[src/rtl/minmax_pkg.sv]
package minmax_pkg;

  // Mode encoding; packed order gives bit2 = max, bit1 = signed, bit0 = half
  typedef struct packed {
    logic pick_max;
    logic signed_ord;
    logic half_width;
  } mm_mode_t;

  // Ordering flags of the first operand against the second
  typedef struct packed {
    logic less;
    logic greater;
    logic equal;
  } mm_order_t;

  function automatic logic [3:0] pack_cond(input mm_order_t ord, input logic so);
    return {ord.less, ord.greater, ord.equal, so};
  endfunction

endpackage

[src/rtl/mm_precond.sv]
module mm_precond #(
  parameter int XLEN = 64
) (
  input  logic [XLEN-1:0] src,
  input  logic            half_width,
  input  logic            signed_ord,
  output logic [XLEN-1:0] shaped
);
  localparam int HALF = XLEN / 2;

  always_comb begin
    if (half_width) begin
      shaped = {src[HALF-1:0], {(XLEN - HALF){1'b0}}};
    end else begin
      shaped = src;
    end
    // moving the sign bit to the unsigned top of the range
    shaped[XLEN-1] = shaped[XLEN-1] ^ signed_ord;
  end
endmodule

[src/rtl/mm_ult.sv]
module mm_ult #(
  parameter int XLEN = 64
) (
  input  logic [XLEN-1:0] lhs,
  input  logic [XLEN-1:0] rhs,
  output logic            below,
  output logic            same
);
  always_comb begin
    below = (lhs < rhs);
    same  = (lhs == rhs);
  end
endmodule

[src/rtl/mm_pick.sv]
module mm_pick #(
  parameter int XLEN = 64
) (
  input  logic [XLEN-1:0]        a,
  input  logic [XLEN-1:0]        b,
  input  logic                   ra_is_zero,
  input  logic                   pick_max,
  input  logic                   below,
  input  logic                   same,
  output logic [XLEN-1:0]        chosen,
  output minmax_pkg::mm_order_t  order
);
  logic take_b;
  logic differ;

  always_comb begin
    // below compares (b,a) in min mode and (a,b) in max mode
    take_b = below;
    differ = ~same;
    if (take_b) begin
      chosen = b;
    end else if (ra_is_zero) begin
      chosen = '0;
    end else begin
      chosen = a;
    end
    order.equal   = same;
    order.less    = pick_max ? below : (differ & ~below);
    order.greater = pick_max ? (differ & ~below) : below;
  end
endmodule

[src/rtl/minmax_unit.sv]
module minmax_unit #(
  parameter int XLEN = 64
) (
  input  logic            clk,
  input  logic            rst,
  input  logic [XLEN-1:0] a,
  input  logic [XLEN-1:0] b,
  input  logic            ra_is_zero,
  input  logic [2:0]      mode,
  input  logic            rc,
  input  logic            so_in,
  output logic [XLEN-1:0] result,
  output logic [3:0]      cr
);
  import minmax_pkg::*;

  mm_mode_t        md;
  logic [XLEN-1:0] ca, cb;
  logic [XLEN-1:0] cmp_l, cmp_r;
  logic            below, same;
  logic [XLEN-1:0] chosen;
  mm_order_t       order;

  assign md = mm_mode_t'(mode);

  mm_precond #(.XLEN(XLEN)) u_pre_a (
    .src(a), .half_width(md.half_width), .signed_ord(md.signed_ord), .shaped(ca)
  );
  mm_precond #(.XLEN(XLEN)) u_pre_b (
    .src(b), .half_width(md.half_width), .signed_ord(md.signed_ord), .shaped(cb)
  );

  // min asks "b below a", max swaps to ask "a below b"; ties keep a
  always_comb begin
    if (md.pick_max) begin
      cmp_l = ca;
      cmp_r = cb;
    end else begin
      cmp_l = cb;
      cmp_r = ca;
    end
  end

  mm_ult #(.XLEN(XLEN)) u_cmp (
    .lhs(cmp_l), .rhs(cmp_r), .below(below), .same(same)
  );

  mm_pick #(.XLEN(XLEN)) u_pick (
    .a(a), .b(b), .ra_is_zero(ra_is_zero), .pick_max(md.pick_max),
    .below(below), .same(same), .chosen(chosen), .order(order)
  );

  always_ff @(posedge clk) begin
    if (rst) begin
      result <= '0;
      cr     <= '0;
    end else begin
      result <= chosen;
      cr     <= rc ? pack_cond(order, so_in) : 4'b0000;
    end
  end
endmodule

[config.mk]
export PLATFORM = sky130hd
export DESIGN_NAME = minmax_unit
export DESIGN_NICKNAME = d
export VERILOG_FILES = /design/src/rtl/minmax_pkg.sv /design/src/rtl/mm_precond.sv /design/src/rtl/mm_ult.sv /design/src/rtl/mm_pick.sv /design/src/rtl/minmax_unit.sv
export SDC_FILE = /design/constraint.sdc
export NUM_CORES = 1
export LEC_CHECK = 0
export ABC_AREA = 1
export BUFFER_PORTS_ARGS = -buffer_cell sky130_fd_sc_hd__buf_4
export CORE_MARGIN = 5
export CORE_UTILIZATION = 48
export CTS_CLUSTER_DIAMETER = 100
export DETAILED_ROUTE_END_ITERATION = 8
export GPL_ROUTABILITY_DRIVEN = 0
export PLACE_DENSITY = 0.87
export RECOVER_POWER = 50
export SLEW_MARGIN = 20
export SYNTH_ARGS = -nofsm -noshare
export SYNTH_HDL_FRONTEND = slang
export SYNTH_SLANG_ARGS = --single-unit
[constraint.sdc]
create_clock -name clk -period 4.8 [get_ports clk]
set_clock_uncertainty 0.15 [all_clocks]
set_input_delay 0.24 -clock clk [delete_from_list [all_inputs] [get_ports clk]]
set_output_delay 0.24 -clock clk [all_outputs]
set_load 0.02 [all_outputs]
Word level (Yosys, flattened, before mapping). Index checks and enable logic that the tools add are counted.

Flip-flop bits (word level): 68. Input port bits: 136.

Bitwise operators: 6. Eq/ne operators: 1. Reduce and logical (&&, ||, !) cells: 1. Order comparisons: 1. Multiplexer cells: 8.

Operators by type and width (number): 64-bit two-way mux (6); 64-bit == test (1); 64-bit less-than comparator (1); 1-bit NOT (3); 1-bit two-way mux (2); 2-bit OR reduction (1); 1-bit XOR (2); 1-bit AND (1).

Logic depth before layout (Yosys ltp). Gate-level depths: netlist of the first run.

Depth in word-level cells: 7. Depth in mapped cells: 24.

Cells and area by module. A second synthesis of the first run with hierarchy kept.

Cells, all modules: 1412. Area total of the unflattened synthesis: 7807.5 µm².

Modules (own cells, without submodules): minmax_unit (area an instance 3669.8 µm², instances 1, sequential area each 1361.3 µm², cells an instance 626); mm_ult (area an instance 1721.7 µm², instances 1, sequential area each 0.0 µm², cells an instance 278); mm_precond (area an instance 757.0 µm², instances 2, sequential area each 0.0 µm², cells an instance 146); mm_pick (area an instance 902.1 µm², instances 1, sequential area each 0.0 µm², cells an instance 216).

Worst setup path before layout of the first run. No wires, ideal clock.

Kind: input port to flip-flop. Start: input mode[0]. End: register result[35]. Arrival: 2.642 ns. Setup slack: 1.880 ns. Required time: 4.522 ns. Stages on the path: 18. Setup time: 0.128 ns. Cells stage by stage: clkbuf_1 -> buf_2 -> buf_2 -> mux2i_1 -> o21ai_0 -> ha_1 -> nand2_1 -> inv_2 -> nand2_1 -> nor4_4 -> nand2_1 -> clkinv_1 -> nand2_2 -> nand2_4 -> buf_4 -> nand2_1 -> nand2_1 -> nor2_1.

Longest elaborated chain between the ends: 5. Elaborated cells on any way between the ends: 8. Those cells by class: 1 x order compare; 5 x mux; 2 x bitwise.

RTL lines: start: declaration (RTL line minmax_unit.sv:9) `input logic [2:0] mode,`; 64-bit two-way mux (RTL line mm_precond.sv:12) `if (half_width) begin`; 1-bit XOR (RTL line mm_precond.sv:18) `shaped[XLEN-1] = shaped[XLEN-1] ^ signed_ord;`; 64-bit two-way mux (RTL line minmax_unit.sv:35) `if (md.pick_max) begin`; 64-bit less-than comparator * (RTL line mm_ult.sv:10) `below = (lhs < rhs);`; 64-bit two-way mux * (RTL line mm_pick.sv:20) `if (take_b) begin`; end signal: assignment (RTL line minmax_unit.sv:58) `result <= chosen;`; end: declaration (RTL line minmax_unit.sv:12) `output logic [XLEN-1:0] result,`.

Every way passes the cells marked *; elsewhere a longest branch is shown, timed or not. A chain may end at the register's enable or synchronous reset.

Worst setup path after layout of the first run.
Start: input mode[2]. End: register result[25].

Longest elaborated chain between the ends: 3. Elaborated cells on any way between the ends: 4. Those cells by class: 1 x order compare; 3 x mux.

RTL lines (RTL line): 64-bit two-way mux (minmax_unit.sv:35); 64-bit less-than comparator * (mm_ult.sv:10); 64-bit two-way mux * (mm_pick.sv:20).

Marks and branches as above.

==> impl_results.md, run 1 <==
* Arr. time, crit path at 3730 ps
* Post-Syn Area at between 0.006 and 0.007 mm2
* Max_cap viols at 0
* Wire length of the first global-routing pass at about 35000 um
* Worst setup EP type: flop
* Slew @ Worst Pin at 999 ps
* Min Tclk post-route at roughly 3600 ps
* Setup TNS at 0 ps
* Nets@finish at between 1.5k and 2k
* Grt total ovfl at 0
* Final Util at 0.615
* Hold path start: b[26]
* Multi-input gate area at about 0.0047 mm2
* Initial core utilization at 0.488
* Hold crit path type: in -> reg
* First-pass iteration count of the detailed router at 6
* Port Buffers at roughly 200
* Pwr Density at between 200 and 300 mW/mm2
* Post-synth top area cell: nand2_1
* Setup CP Type: in -> reg
* Tcrit/Tclk final at 0.755
* Leakage at 4.39 nW
* Worst Hold Path EP: result[26]
* All-Layer GR Usage at 0.258
* Ys async rst share at 0
* Initial DRC count at roughly 630
* # rows at 43
* Yosys reg bits at 68
* Total wire length at approximately 22000 um
* Vias per cell at 5.29
* Die Height at between 100 and 150 um
* Initial antenna violation count at 0
* Largest net degree at the start of global routing at roughly 120
* Via count at 7975
* Status: finished, final reports clean
* Syn Nets at between 1k and 1.5k
* Cell count after synthesis at roughly 1.2k
* Area growth syn-to-layout at 25.9%
* Rel. slew slack at 0.330
* Vias in the first global route at roughly 7.7k
* Dpl hpwl at around 15000 um
* Max IR drop VDD at ~160 uV
* Share of cells above drive strength 1 at 0.130
* Core area at ~0.014 mm2
* Top post-synthesis cells by area: nand2_1 (23%), dfxtp_1 (20%), o21ai_0 (12%), ha_1 (12%), nor2_1 (8.1%)
* Synthesized area per cell at just under 6 um2
* Unrepaired setup endpoints after global routing: no
* CTS sink count at 68
* Die area at 0.0165 mm2
* # resized after CTS at 0
* CTS tree: done
* Final hold vios at 0
* Most frequent cells after synthesis: nand2_1 (412), o21ai_0 (163), nor2_1 (146), inv_1 (81), dfxtp_1 (68)
* CTS root buf: clkbuf_16
* Antenna Diode Count at 0
* Postcts setup bufs at 0
* Cell with the most instances after synthesis: nand2_1
* Chip width at approximately 130 um
* Hold path depth at 3
* Crit path launch type: input port
* Synth warn at 0
* Io pins at a little over 200
* CP required at 4910 ps
* Fmax at 276 MHz
* Yosys top cell area share at 0.229
* Final setup vio count at 0
* FILL cells at between 1k and 1.5k
* DRC Markers at 0
* Wire per inst at approximately 14 um
* Storage cell area at roughly 0.0014 mm2
* Commonest register cell after synthesis: dfxtp_1
* Pins Over Slew Limit at 0
* Number of flops mapped to enable cells by yosys at 0
* Register area share after synthesis at 0.202
* Netlist cell types at 30
* Num CTS Buffers at 9
* Antenna Violating Nets Remaining at 0
* CTS Buffer Depth at 2
* Worst hold slack at 4.70 ps
* CTS Hold Bufs at 18
* Critical path fanouts, max at between 100 and 150
* H-tree Lvls at 3
* Clock transition at path regs at ~60 ps
registers in the layout, indices dropped and copies added, names as in the netlist:
| signal | flops |
|---|---|
| cr | 4 |
| result | 64 |
where the power goes:
part	total [mW]	leakage [nW]	switching (mW)	internal [mW]
clock network	0.766	0.169	0.270	0.496
logic	1.00	3.66	0.646	0.354
registers	0.675	0.565	0.0245	0.650
total	2.44	4.39	0.941	1.50
layer usage:
metal | track usage | up-vias | wire length [um]
li1 | - | 4038 | -
met1 | 0.304 | 3557 | 8740
met2 | 0.460 | 324 | 10600
met3 | 0.0428 | 56 | 1540
met4 | 0.109 | 0 | 715
met5 | 0 | - | 0
cell families (layout without fill, tap and decap cells):
family,Yosys count,count (layout),synth area share
compound gates,223,223,0.172
simple gates,611,611,0.361
mux,31,31,0.0460
buf+inv,161,329,0.0979
xor+xnor,2,2,0.00260
fa+ha+maj,64,64,0.119
flops,68,68,0.202
final cells by class:
class / instances / share of cell area
Multi-Input combinational cell: 931 / 0.557
Timing Repair Buffer: 227 / 0.179
Sequential cell: 68 / 0.160
Inverter: 86 / 0.0380
Clock buffer: 12 / 0.0314
Tap cell: 180 / 0.0265
Clock inverter: 4 / 0.00824
stage by stage:
step                      setup slack, ps  std cells  cell area, um2  total power, mW
after global placement                848       1474            8240             1.70
after CTS                             906       1508            8750             2.52
after floorplan                      1880       1160            6750             1.38
final                                1170       1508            8500             2.44
after global routing                  728       1508            8500             2.62
after detailed placement              598       1474            8240             1.73
worst max-delay path by stage:
stage	slack, ps	startpoint	depth (start not counted)	end
3_5_place_dp	600	mode[2]	16	result[52]
5_1_grt	730	mode[2]	15	result[51]
4_1_cts	910	mode[2]	15	result[25]
3_3_place_gp	850	mode[2]	16	result[33]
6_report	1170	mode[2]	14	result[25]
2_1_floorplan	1880	mode[0]	18	result[35]
cell usage in the layout, fill, tap and decap left out, drive strengths merged, types with 28 or more instances in the layout:
cell,instances
mux2i,31
clkbuf,80
a21oi,52
buf,141
o21ai,164
ha,64
nor2,146
nand3,28
nand2,414
dfxtp,68
inv,83
worst max-delay path, stage by stage:
cell and delay [ps]:
buf_4 560, buf_12 400, o21ai_0 200, ha_1 320, nand2_1 60, nor2_1 90, nand2_1 110, nor4_4 270
nand2_1 140, clkinv_1 80, nand2_2 70, nand2_4 690, nand2_1 140, a21oi_1 220
Note: power is estimated with default switching activity, not from simulation.
==> run 2: changes to the inputs <==
- ABC_AREA: 1 -> 0
- clock period: 4.8 -> 3.58 ns (I/O delays scaled with it)
==> impl_results.md, run 2 <==
* Post-synth top area cell: mux4_2
* Antenna Violating Nets Remaining at 0
* CTS Buffer Depth at 2
* FILL cells at 1117
* Most frequent cells after synthesis: a21oi_1 (90), nand3_1 (75), dfxtp_1 (68), mux2i_1 (68), nor2b_1 (65)
* Vias in the first global route at around 7.5k
* Most frequent cells in the layout: buf_4 (165), a21oi_1 (90), nand3_1 (75), clkbuf_1 (69)
* Nets@finish at 1252
* Post-Syn Area at approximately 0.007 mm2
* Largest Register: result
* Initial antenna violation count at 0
* Leakage at ~4.2 nW
* Die area at 0.0173 mm2
* DP Worst Slack at -50.2 ps
* Hold crit path type: in -> reg
* Via count at around 7.5k
* Initial core utilization at 0.489
* Tcrit/Tclk final at 0.959
* Top flop regs: result: 64 flops, cr: 4 flops
* Status: finished, final reports clean
* Largest register FFs at 64
* Pwr Density at 336 mW/mm2
* Postcts setup bufs at 0
* Internal at 2.03 mW
* Post-layout instance area at about 0.0096 mm2
* Dpl hpwl at between 15000 and 20000 um
* Cell with the most instances after synthesis: a21oi_1
* Top post-synthesis cells by area: mux4_2 (20%), dfxtp_1 (19%), ha_1 (11%), mux2i_1 (9.6%), a21oi_1 (6.4%)
* Number of flops mapped to enable cells by yosys at 0
* Synthesized area per cell at around 8.7 um2
* CTS tree: done
* Grt total ovfl at 0
* Crit-path max cell delay at roughly 560 ps
* Core area at about 0.014 mm2
* Initial DRC count at approximately 780
* Worst setup margin at approximately 150 ps
* # rows at 44
* Die Height at roughly 130 um
* Port Buffers at 203
* Final hold vios at 0
* Ys async rst share at 0
* Max_cap viols at 0
* Commonest register cell after synthesis: dfxtp_1
* Final setup vio count at 0
* Antenna Diode Count at 0
* Worst setup EP type: flop
* Clock Power Share at 0.267
* Share of cells above drive strength 1 at 0.274
* Max IR drop VDD at 263 uV
* Net Sw Frac at 0.369
* Net Sw Power at about 1.2 mW
* Num CTS Buffers at 9
* Commonest non-fill, non-tap cell in the layout: buf_4
* Io pins at between 200 and 250
* Slew @ Worst Pin at ~730 ps
* Vias per cell at ~6.1
* Critical path fanouts, max at 54
* Rel. slew slack at 0.515
* Area growth syn-to-layout at 35.2%
* Cell count after synthesis at 809
* Combinational Power Share at 0.455
* Yosys top cell area share at 0.197
* Chip width at 131 um
* DRC Markers at 0
* Crit path launch type: input port
* All-Layer GR Usage at 0.261
* Wire length of the first global-routing pass at between 30000 and 40000 um
* Synth warn at 0
* Fmax at roughly 290 MHz
* First-pass iteration count of the detailed router at 5
* Inst Count DP at between 1k and 1.5k
* Unrepaired setup endpoints after global routing: yes
* Syn Nets at around 1.0k
* Arr. time, crit path at between 3000 and 4000 ps
* Flop pwr share at 0.278
* Min Tclk post-route at ~3400 ps
* Slowest cell on the critical path: dlygate4sd3_1
* H-tree Lvls at 3
* Fin cells at around 1.2k
* Largest net degree at the start of global routing at between 60 and 70
* Clock transition at path regs at around 60 ps
* Pins Over Slew Limit at 0
* Yosys reg bits at a little under 70
* Setup CP Type: in -> reg
* Wire per inst at 18.9 um
* Netlist cell types at 40
* CTS root buf: clkbuf_16
* Power, Total at 3.21 mW
* Register area share after synthesis at 0.192
* Total wire length at roughly 24000 um
* Critical Path, Cell by Cell: dlygate4sd3_1 -> buf_4 -> mux4_2 -> ha_1 -> a21oi_1 -> o21ai_0 -> a221oi_1 -> nor3_1 -> or3_2 -> buf_12 -> o21ai_0 -> a21oi_1
* Post-DP Area at ~0.0089 mm2
* CTS sink count at 68
* CP required at ~3600 ps
==> run 2: changes by cell type after synthesis, sizes merged, moves of 39 or more <==
cell	before	now
nand2	414	23
nor2	146	40
o21ai	164	72
nor2b	0	65
mux4	0	62
inv	83	34
nand3	28	75
a21oi	52	91
==> run 2: worst max-delay path, delay by kind of cell <==
kind / cells / cell delay (ps)
AOI/OAI and AO/OA: 5 / 970
adders and majority gates: 1 / 330
buffers and inverters: 3 / 930
muxes: 1 / 460
and+or+nand+nor: 2 / 570
==> run 2: final timing paths <==
check | cells after the start | endpoint | start
min | 3 | result[42] | b[42]
max | 12 | result[23] | b[49]
==> run 2: repair_timing <==
action	4_1_cts	5_1_grt
gates resized for setup	0	2
hold buffers	61	0
endpoints found under the hold margin	61	0
setup endpoints to repair	0	4
==> run 2: metrics by stage <==
step / hold slack, ps / util / TNS [ps]
floorplan: 151 / - / 0
global placement: 240 / 0.616 / 0
detailed placement: 255 / 0.616 / -157
CTS: 2.80 / 0.678 / 0
global route: 14.4 / 0.661 / -23.4
finish: 20.5 / 0.661 / 0
==> run 2: power by group through the flow <==
stage / sequential [mW] / combinational (mW) / clock, mW
after CTS: 0.893 / 1.51 / 0.863
after floorplan: 1.03 / 0.770 / 0
after global routing: 0.900 / 1.59 / 0.893
final: 0.892 / 1.46 / 0.857
after global placement: 0.909 / 1.40 / 0
after detailed placement: 0.907 / 1.45 / 0
==> run 2: area by class of cell <==
cell class                 instances  area (um2)  share of cell area
multi-input combinational        638        5300               0.554
timing repair buffer             301        2270               0.237
sequential                        68        1360               0.142
clock buffer                      15         278              0.0290
tap                              184         230              0.0241
inverter                          34         128              0.0133
clock inverter                     1        5.00            0.000523
==> run 2: kinds of logic after synthesis <==
logic type      Yosys count  synth area share
fa+ha+maj                64             0.113
compound gates          179             0.136
mux                     130             0.293
buf+inv                 103            0.0606
xor+xnor                  2           0.00248
simple gates            263             0.201
flops                    68             0.192
==> run 2: per-layer routing <==
metal  GRT usage  part of all wire  wire (um)  up-vias
met4       0.107             0.034        793        0
li1            -                 -          -     3469
met5           0                 0          0        -
met1       0.326              0.40       9310     3550
met3      0.0604             0.086       2020       77
met2       0.436              0.48      11400      435
==> run 3: changes to the inputs <==
- CTS_CLUSTER_SIZE: not set -> 40
- clock period: 3.58 -> 3.8 ns (I/O delays scaled with it)
==> impl_results.md, run 3 (same netlist as run 2, synthesis figures left out) <==
* Final setup vio count at 0
* Clock transition at path regs at 60 ps
* Die area at roughly 0.017 mm2
* Wire length of the first global-routing pass at roughly 38000 um
* Nets@finish at about 1.2k
* Die Height at roughly 130 um
* CTS root buf: clkbuf_16
* Hold crit path type: in -> reg
* Via count at between 7k and 8k
* Port Buffers at 203
* Largest net degree at the start of global routing at 66
* Crit path launch type: input port
* Dpl hpwl at roughly 17000 um
* Net Sw Frac at 0.376
* Total wire length at between 20000 and 25000 um
* Postcts setup bufs at 0
* Pwr Density at 313 mW/mm2
* Unrepaired setup endpoints after global routing: no
* Internal at about 1.9 mW
* H-tree Lvls at 3
* Vias in the first global route at around 7.4k
* Crit path from: b[3]
* # resized after CTS at 0
* Clock Power Share at 0.257
* Fmax at approximately 270 MHz
* Top flop regs: result: 64 flops, cr: 4 flops
* DRC Markers at 0
* Share of cells above drive strength 1 at 0.270
* Antenna Violating Nets Remaining at 0
* Slew @ Worst Pin at 704 ps
* Num CTS Buffers at 9
* Critical path fanouts, max at 18
* Final Util at 0.654
* Chip width at about 130 um
* Setup CP Type: in -> reg
* Arr. time, crit path at roughly 3700 ps
* Setup TNS at 0 ps
* Rel. slew slack at 0.530
* Combinational Power Share at 0.459
* Final hold vios at 0
* Initial DRC count at roughly 700
* Pins Over Slew Limit at 0
* CTS sink count at 68
* Status: finished, final reports clean
* Leakage at between 4 and 5 nW
* Max_cap viols at 0
* Tcrit/Tclk final at 0.967
* # rows at between 40 and 50
* Most frequent cells in the layout: buf_4 (159), a21oi_1 (90), nand3_1 (75)
* CTS Buffer Depth at 2
* Initial antenna violation count at 1
* Net Sw Power at between 1 and 1.5 mW
* Vias per cell at 6.11
* Area growth syn-to-layout at 33.8%
* CTS tree: done
* Initial core utilization at 0.489
* Io pins at around 200
* Largest Register: result
* First-pass iteration count of the detailed router at 5
* CTS Hold Bufs at 60
* Commonest non-fill, non-tap cell in the layout: buf_4
* CP required at around 3800 ps
* Worst hold slack at approximately 10 ps
* All-Layer GR Usage at 0.264
* Wire per inst at 19.4 um
* Largest register FFs at 64
* Grt total ovfl at 0
* Min Tclk post-route at 3670 ps
* Max IR drop VDD at 274 uV
* Core area at 0.0145 mm2
* Worst setup EP type: flop
* FILL cells at 1173
* Flop pwr share at 0.284
* Worst setup path end: result[41]
-- run 3: how the worst min path moves through the flow --
stage / depth (start not counted) / slack (ps) / startpoint / end
2_1_floorplan: 1 / 160 / so_in / cr[0]
3_3_place_gp: 2 / 250 / so_in / cr[0]
3_5_place_dp: 2 / 260 / so_in / cr[0]
4_1_cts: 3 / 2 / b[21] / result[21]
5_1_grt: 3 / 10 / b[21] / result[21]
6_report: 3 / 10 / b[17] / result[17]
-- run 3: final cells by class --
cell class	count	area, um2	share of cell area
multi-input cells	638	5300	0.559
repair buffers	294	2200	0.232
diodes	1	2.50	0.000264
well taps	184	230	0.0243
flip-flops and latches	68	1360	0.144
inverters	34	128	0.0135
clock inverters	3	15.0	0.00159
clock buffers	11	243	0.0256
-- run 3: power by group through the flow --
stage	Clock (mW)	Combinational (mW)	Sequential [mW]
floorplan	0	0.726	0.972
global placement	0	1.31	0.856
detailed placement	0	1.35	0.855
CTS	0.767	1.41	0.843
global route	0.803	1.48	0.849
finish	0.762	1.36	0.841
-- run 3: per-layer routing --
metal / track usage / routed length [um] / up-vias
met5: 0 / 0 / -
met4: 0.130 / 1040 / 0
met3: 0.0596 / 1840 / 87
met2: 0.443 / 11700 / 436
met1: 0.320 / 9350 / 3561
li1: - / - / 3450
-- run 3: critical path, stage by stage --
cell and delay, ps:
dlygate4sd3_1 550, buf_4 160, mux4_2 470, inv_1 70, ha_1 250, a21oi_1 170, o21ai_1 120, a221o_1 350
o31a_1 340, a21o_2 330, buf_4 250, o21ai_0 290, a21oi_1 160
-- run 3: metrics by stage --
| step | cells | area (um2) | power [mW] | setup slack (ps) |
|---|---|---|---|---|
| CTS | 1232 | 9720 | 3.02 | 300 |
| floorplan | 809 | 7080 | 1.70 | 267 |
| finish | 1233 | 9470 | 2.96 | 125 |
| detailed placement | 1158 | 8860 | 2.21 | -56.7 |
| global placement | 1158 | 8860 | 2.17 | 50.4 |
| global route | 1233 | 9470 | 3.13 | 29.5 |
